==> config.mk <==
export PLATFORM = sky130hd
export DESIGN_NAME = frame_bridge
export DESIGN_NICKNAME = d
export VERILOG_FILES = /design/src/rtl/fb_pkg.sv /design/src/rtl/fb_rx.sv /design/src/rtl/fb_fmt.sv /design/src/rtl/fb_tx.sv /design/src/rtl/frame_bridge.sv
export SDC_FILE = /design/constraint.sdc
export NUM_CORES = 1
export LEC_CHECK = 0
export ABC_AREA = 1
export BUFFER_PORTS_ARGS = -buffer_cell sky130_fd_sc_hd__buf_2
export CAP_MARGIN = 5
export CORE_ASPECT_RATIO = 0.9
export CORE_MARGIN = 8
export CORE_UTILIZATION = 40
export DETAILED_ROUTE_END_ITERATION = 12
export SYNTH_ARGS = -nofsm -noshare
export SYNTH_HDL_FRONTEND = slang
export SYNTH_SLANG_ARGS = --single-unit
==> constraint.sdc <==
create_clock -name clk -period 3.7 [get_ports clk]
set_input_delay 1.11 -clock clk [delete_from_list [all_inputs] [get_ports clk]]
set_output_delay 1.11 -clock clk [all_outputs]
set_load 0.01 [all_outputs]
==> src/rtl/fb_pkg.sv <==
package fb_pkg;
  // command side markers and codes
  localparam logic [7:0] CMD_SOF   = 8'h55;
  localparam logic [7:0] CMD_EOF   = 8'hAA;
  localparam logic [7:0] OP_READ   = 8'h10;
  localparam logic [7:0] OP_WRITE  = 8'h11;
  localparam logic [7:0] OP_RESET  = 8'h01;
  // reply side markers and status codes
  localparam logic [7:0] RSP_SOF   = 8'hAA;
  localparam logic [7:0] RSP_EOF   = 8'h55;
  localparam logic [7:0] ST_READ   = 8'h7F;
  localparam logic [7:0] ST_WRITE  = 8'h7E;
  localparam logic [7:0] ST_RESET  = 8'h7D;
  localparam logic [7:0] ST_UNKNOWN = 8'hFE;
  localparam logic [7:0] ST_ERROR  = 8'hFD;

  typedef enum logic [2:0] {
    FK_READ, FK_WRITE, FK_RESET, FK_UNKNOWN, FK_BADEND
  } frame_kind_e;
endpackage

==> src/rtl/fb_rx.sv <==
// Command frame collector: walks the frame, latches its fields and
// holds them until the reply has gone out.
module fb_rx
  import fb_pkg::*;
#(
  parameter int ADDR_W = 16,
  parameter int DATA_W = 32
) (
  input  logic              clk,
  input  logic              rst_n,
  input  logic              in_valid,
  input  logic [7:0]        in_byte,
  output logic              in_ready,
  input  logic              resume,
  output logic              done,
  output frame_kind_e       kind,
  output logic [ADDR_W-1:0] addr,
  output logic [DATA_W-1:0] wdata,
  output logic [7:0]        bad_byte
);
  localparam int AB    = ADDR_W / 8;
  localparam int DB    = DATA_W / 8;
  localparam int MAXB  = (AB > DB) ? AB : DB;
  localparam int CNT_W = $clog2(MAXB) + 1;

  typedef enum logic [2:0] {S_IDLE, S_CODE, S_ADDR, S_DATA, S_END, S_HOLD} rx_state_e;

  rx_state_e        state;
  logic [CNT_W-1:0] cnt;
  logic             accept;

  assign in_ready = (state != S_HOLD);
  assign accept   = in_valid && in_ready;

  always_ff @(posedge clk or negedge rst_n) begin
    if (!rst_n) begin
      state    <= S_IDLE;
      cnt      <= '0;
      done     <= 1'b0;
      kind     <= FK_READ;
      addr     <= '0;
      wdata    <= '0;
      bad_byte <= '0;
    end else begin
      done <= 1'b0;
      if (state == S_HOLD) begin
        if (resume) state <= S_IDLE;
      end else if (accept) begin
        case (state)
          S_IDLE: if (in_byte == CMD_SOF) state <= S_CODE;
          S_CODE: begin
            bad_byte <= in_byte;
            cnt      <= '0;
            case (in_byte)
              OP_READ:  begin kind <= FK_READ;  state <= S_ADDR; end
              OP_WRITE: begin kind <= FK_WRITE; state <= S_ADDR; end
              OP_RESET: begin kind <= FK_RESET; state <= S_END;  end
              default:  begin kind <= FK_UNKNOWN; state <= S_HOLD; done <= 1'b1; end
            endcase
          end
          S_ADDR: begin
            addr <= {addr[ADDR_W-9:0], in_byte};
            if (cnt == CNT_W'(AB - 1)) begin
              cnt   <= '0;
              state <= (kind == FK_WRITE) ? S_DATA : S_END;
            end else begin
              cnt <= cnt + 1'b1;
            end
          end
          S_DATA: begin
            wdata <= {wdata[DATA_W-9:0], in_byte};
            if (cnt == CNT_W'(DB - 1)) begin
              cnt   <= '0;
              state <= S_END;
            end else begin
              cnt <= cnt + 1'b1;
            end
          end
          S_END: begin
            bad_byte <= in_byte;
            if (in_byte != CMD_EOF) kind <= FK_BADEND;
            state <= S_HOLD;
            done  <= 1'b1;
          end
          default: state <= S_IDLE;
        endcase
      end
    end
  end
endmodule

==> src/rtl/fb_fmt.sv <==
// Reply formatter: lays out the reply bytes, first byte in the top lane.
module fb_fmt
  import fb_pkg::*;
#(
  parameter int ADDR_W = 16,
  parameter int DATA_W = 32,
  parameter int NBYTES = 3 + ADDR_W / 8 + DATA_W / 8,
  parameter int LEN_W  = $clog2(NBYTES + 1)
) (
  input  frame_kind_e         kind,
  input  logic [ADDR_W-1:0]   addr,
  input  logic [DATA_W-1:0]   rdata,
  input  logic [7:0]          bad_byte,
  output logic [NBYTES*8-1:0] flat,
  output logic [LEN_W-1:0]    len
);
  localparam int AB = ADDR_W / 8;
  localparam int DB = DATA_W / 8;

  logic [7:0] rb [NBYTES];

  always_comb begin
    for (int i = 0; i < NBYTES; i++) rb[i] = 8'h00;
    rb[0] = RSP_SOF;
    len   = LEN_W'(4);
    case (kind)
      FK_READ: begin
        rb[1] = ST_READ;
        for (int i = 0; i < AB; i++) rb[2 + i] = addr[(AB - 1 - i) * 8 +: 8];
        for (int j = 0; j < DB; j++) rb[2 + AB + j] = rdata[(DB - 1 - j) * 8 +: 8];
        rb[2 + AB + DB] = RSP_EOF;
        len = LEN_W'(3 + AB + DB);
      end
      FK_WRITE: begin
        rb[1] = ST_WRITE;
        for (int i = 0; i < AB; i++) rb[2 + i] = addr[(AB - 1 - i) * 8 +: 8];
        rb[2 + AB] = RSP_EOF;
        len = LEN_W'(3 + AB);
      end
      FK_RESET: begin
        rb[1] = ST_RESET;
        rb[2] = RSP_EOF;
        len   = LEN_W'(3);
      end
      FK_UNKNOWN, FK_BADEND: begin
        rb[1] = (kind == FK_UNKNOWN) ? ST_UNKNOWN : ST_ERROR;
        rb[2] = bad_byte;
        rb[3] = RSP_EOF;
        len   = LEN_W'(4);
      end
      default: len = LEN_W'(4);
    endcase
    for (int i = 0; i < NBYTES; i++) flat[(NBYTES - 1 - i) * 8 +: 8] = rb[i];
  end
endmodule

==> src/rtl/fb_tx.sv <==
// Reply serializer: steps through the formatted bytes under out_ready.
module fb_tx #(
  parameter int NBYTES = 9,
  parameter int LEN_W  = $clog2(NBYTES + 1)
) (
  input  logic                clk,
  input  logic                rst_n,
  input  logic                start,
  input  logic [NBYTES*8-1:0] flat,
  input  logic [LEN_W-1:0]    len,
  output logic                out_valid,
  output logic [7:0]          out_byte,
  input  logic                out_ready,
  output logic                done
);
  logic             active;
  logic [LEN_W-1:0] idx;

  assign out_valid = active;

  always_comb begin
    out_byte = 8'h00;
    for (int i = 0; i < NBYTES; i++)
      if (idx == LEN_W'(i)) out_byte = flat[(NBYTES - 1 - i) * 8 +: 8];
  end

  always_ff @(posedge clk or negedge rst_n) begin
    if (!rst_n) begin
      active <= 1'b0;
      idx    <= '0;
      done   <= 1'b0;
    end else begin
      done <= 1'b0;
      if (start) begin
        active <= 1'b1;
        idx    <= '0;
      end else if (active && out_ready) begin
        if (idx == len - LEN_W'(1)) begin
          active <= 1'b0;
          done   <= 1'b1;
        end else begin
          idx <= idx + 1'b1;
        end
      end
    end
  end
endmodule

==> src/rtl/frame_bridge.sv <==
module frame_bridge
  import fb_pkg::*;
#(
  parameter int ADDR_W = 16,
  parameter int DATA_W = 32
) (
  input  logic              clk,
  input  logic              rst_n,
  input  logic              in_valid,
  input  logic [7:0]        in_byte,
  output logic              in_ready,
  output logic              out_valid,
  output logic [7:0]        out_byte,
  input  logic              out_ready,
  output logic              bus_sel,
  output logic              bus_wen,
  output logic [ADDR_W-1:0] bus_addr,
  output logic [DATA_W-1:0] bus_wdata,
  input  logic [DATA_W-1:0] bus_rdata,
  output logic              core_rst
);
  localparam int NBYTES = 3 + ADDR_W / 8 + DATA_W / 8;
  localparam int LEN_W  = $clog2(NBYTES + 1);

  frame_kind_e         kind;
  logic                frame_done, tx_done, capture_stage;
  logic [7:0]          bad_byte;
  logic [DATA_W-1:0]   rdata_q;
  logic [NBYTES*8-1:0] flat;
  logic [LEN_W-1:0]    len;

  fb_rx #(.ADDR_W(ADDR_W), .DATA_W(DATA_W)) u_rx (
    .clk(clk), .rst_n(rst_n), .in_valid(in_valid), .in_byte(in_byte),
    .in_ready(in_ready), .resume(tx_done), .done(frame_done), .kind(kind),
    .addr(bus_addr), .wdata(bus_wdata), .bad_byte(bad_byte)
  );

  // strobe in the cycle after the closing byte, data sampled one cycle later
  assign bus_sel  = frame_done && (kind == FK_READ || kind == FK_WRITE);
  assign bus_wen  = frame_done && (kind == FK_WRITE);
  assign core_rst = frame_done && (kind == FK_RESET);

  always_ff @(posedge clk or negedge rst_n) begin
    if (!rst_n) begin
      capture_stage <= 1'b0;
      rdata_q       <= '0;
    end else begin
      capture_stage <= frame_done;
      if (capture_stage && kind == FK_READ) rdata_q <= bus_rdata;
    end
  end

  fb_fmt #(.ADDR_W(ADDR_W), .DATA_W(DATA_W), .NBYTES(NBYTES), .LEN_W(LEN_W)) u_fmt (
    .kind(kind), .addr(bus_addr), .rdata(rdata_q), .bad_byte(bad_byte),
    .flat(flat), .len(len)
  );

  fb_tx #(.NBYTES(NBYTES), .LEN_W(LEN_W)) u_tx (
    .clk(clk), .rst_n(rst_n), .start(capture_stage), .flat(flat), .len(len),
    .out_valid(out_valid), .out_byte(out_byte), .out_ready(out_ready), .done(tx_done)
  );
endmodule

==> reports/qor.csv <==
stage;metric;value;unit
cells_and_area;area growth from synthesis to layout;19.5;%
setup_path;Worst Path Max Fanout;7;
detailed_routing;via/cell ratio;5.00;
global_routing;first-pass GRT wire length;21.0;mm
global_routing;vias in the first global route;4263;
setup_path;CP Data Required Time;2.59;ns
clock_network;clock sinks;105;
yosys;syn_nets;615;
floorplan;die height;124;um
detailed_routing;Final ANT Viol Nets;0;
yosys;Syn Std Cell Area;5150;sq um
min_path;Min-Delay Path Depth;0;
place;port bufs;104;
setup_path;Critical Path AT;2.39;ns
yosys;complex-gate fraction of the synthesized area;0.106;
yosys;Synth Instances;563;
floorplan;initial core utilization;0.408;
yosys;largest family of logic cells by synthesized area;simple AND/OR/NAND/NOR gates;
clock_network;Root Buffer;clkbuf_16;
sta;Slew HR;0.422;
job;Max-Cap Viols;0;
yosys;Synthesis Warnings;0;
sta;setup violators final;0;
clock_network;TritonCTS clock tree;yes;
sta;hold_ws;0.384;ns
clock_network;Post-CTS Resized;0;
detailed_routing;# DRC;0;
power;maximum VDD drop;0.000257;V
clock_network;post-CTS setup buffers;0;
setup_path;nature of the critical path endpoint;primary output;
cells_and_area;most frequent cells in the layout;141 x nand2_1, 104 x dfrtp_1, 103 x buf_2;
setup_path;CP max stage delay;0.41;ns
detailed_routing;via count;4173;
sta;Worst-Margin Slew;0.864;ns
floorplan;I/O pins;105;
yosys;simple-gate portion of the synthesized area;0.173;
setup_path;r2r worst-path depth;5;
setup_path;Top delay family on crit path;simple AND/OR/NAND/NOR gates;
detailed_routing;DRT iter0 DRCs;276;
place;gpl congestion;0.870;
setup_path;Buf/Inv on CP;3;
clock_network;clk_lat worst skew;0.35;ns
yosys;Syn Area/Cell;9.16;sq um
detailed_routing;Wirelength per Cell;15.2;um
sta;Achievable Freq;286;MHz
power;LEAKAGE;3.18;nW
setup_path;Slowest cell on crit path;dfrtp_1;
cells_and_area;fill count;1246;
yosys;XOR/XNOR Fraction of Synth Area;0.00850;
yosys;Yosys top cell area share;0.510;
detailed_routing;drt total wl;12.7;mm
yosys;sequential fraction of the synthesis area;0.510;
clock_network;clock tree buffer depth;2;
floorplan;core footprint;12600;sq um
floorplan;FP Rows;39;
yosys;post-synth cell types;32;
power;total power;4.51;mW
global_routing;Total GRT Usage;0.157;
global_routing;initial antenna violation count;0;
detailed_routing;First-pass DRT Iterations;5;
clock_network;htree depth;3;
power;PwrDens;732;nW/um^2
cells_and_area;Layout Nets;718;
setup_path;type of origin of the critical path;register;
cells_and_area;share of cells above drive strength 1;0.289;
yosys;top post-synthesis cells by area;dfrtp_1 51%, mux2_2 12%, nand2_1 10%;
place;Post-Place Cells;819;
sta;clock skew;0.00697;ns
cells_and_area;Final Util;0.487;
floorplan;Die Wd;136;um
setup_path;Cell Chain, Critical Path;inv_1, ha_1, inv_1, nor3_1, nand2_1, nand2_1, nand2_1, nand2_1, nand2_1, nand2_1, nand2_1, nand2_1, nand2_1, nand3_1, buf_2;
sta;Final Hold Fails;0;
clock_network;CTS Buf Count;9;
global_routing;Overflow after GRT;0;
cells_and_area;Ant. Diodes;0;
floorplan;Die Area;16800;sq um
sta;Final min period;3.50;ns
setup_path;CP dominant cell by count;nand2_1;
global_routing;largest net degree at the start of global routing;55;
setup_path;CP Depth;15;
clock_network;CTS Hold Buffers Added;0;
clock_network;Reg clk slew, reported paths;0.07;ns
status;outcome;finished, final reports clean;
yosys;largest area contributor in the netlist;dfrtp_1;
cells_and_area;commonest non-fill, non-tap cell in the layout;nand2_1;
yosys;adder-cell share of the synthesized area;0.0194;
place;DP HPWL;9.76;mm
yosys;Yosys reg bits;105;
min_path;Worst Hold Class;reg -> reg;
setup_path;Setup CP Type;reg -> out;
sta;Final Cycle Share;0.945;
cells_and_area;Final Non-Filler Cells;835;
yosys;mux cell area share after synthesis;0.126;
sta;Pins Over Slew Limit;0;
## per-layer routing
layer,global-route usage,vias to the layer above,part of all wire
li1,-,2080,-
met1,0.199,2008,0.47
met2,0.261,76,0.48
met3,0.0379,9,0.043
met4,0.0471,0,0.011
met5,0,-,0
## layout make-up
cell class / instances / area [sq um] / share of cell area
Tap cell: 164 / 205 / 0.0333
Timing Repair Buffer: 109 / 573 / 0.0930
Multi-Input combinational cell: 387 / 2250 / 0.365
Sequential cell: 105 / 2630 / 0.427
Inverter: 54 / 203 / 0.0329
Clock inverter: 6 / 60.1 / 0.00975
Clock buffer: 10 / 239 / 0.0388
## cells by family (layout without fill, tap and decap cells)
logic type | after synthesis | count (layout)
simple gates | 215 | 215
flops | 105 | 105
compound gates | 101 | 101
buf+inv | 71 | 179
mux | 58 | 58
fa+ha+maj | 8 | 8
xor+xnor | 5 | 5
## synthesized netlist by cell type
cell type  instances
nand2_1          141
dfrtp_1          105
mux2_2            55
inv_1             52
o21ai_0           52
a21oi_1           29
nor2_1            28
nand3_1           26
buf_2              9
ha_1               8
clkbuf_1           6
nor3_1             6
xor2_1             5
a22o_1             4
a22oi_1            4
nor4_1             4
o21ai_1            4
nand2_2            3
nor2_2             3
o22ai_1            3
buf_6              2
inv_2              2
mux2i_1            2
o2111ai_1          2
a211oi_1           1
a21o_1             1
a31oi_1            1
and2_1             1
mux2_1             1
nand2_4            1
nand4_1            1
nor2_4             1
## sequential cells by signal, summed over array words and instances, names as in the netlist
register,cells
capture_stage,1
rdata_q,32
u_rx.addr,16
u_rx.bad_byte,8
u_rx.cnt,3
u_rx.done,1
u_rx.kind,3
u_rx.state,3
u_rx.wdata,32
u_tx.done,1
u_tx.idx,4
u_tx.out_valid,1
## worst paths after layout
path / endpoint / slack (ns) / startpoint
setup reg to reg: rdata_q[28] / 1.59 / u_rx.kind[0]
hold reg to reg: capture_stage / 0.38 / u_rx.done
max in group asynchronous: u_rx.addr[14] / 2.17 / rst_n
setup / recovery: out_byte[4] / 0.20 / u_tx.idx[1]
min in group asynchronous: u_rx.wdata[23] / 0.79 / rst_n
hold / removal: capture_stage / 0.38 / u_rx.done
## per-stage QoR
step                 TNS, ns  setup WS, ns  cell area [sq um]
floorplan                  0         0.943               5150
global placement           0         0.431               5840
finish                     0         0.202               6160
CTS                        0       0.00166               6140
detailed placement         0         0.403               5840
global route        -0.00704      -0.00704               6160
## worst reg2reg max path, stage by stage, from the launching register on
cell,delay [ns]
dfrtp_2,0.52
nor2_1,0.16
nand2_2,0.15
inv_2,0.20
nand2_2,0.46
mux2_1,0.51
## power by group
group	internal, mW	switching [mW]	total [mW]
Sequential	1.50	0.276	1.78
Clock	0.490	0.449	0.940
Combinational	0.713	1.08	1.79
Total	2.70	1.80	4.51
Note: power is estimated with default switching activity, not from simulation.
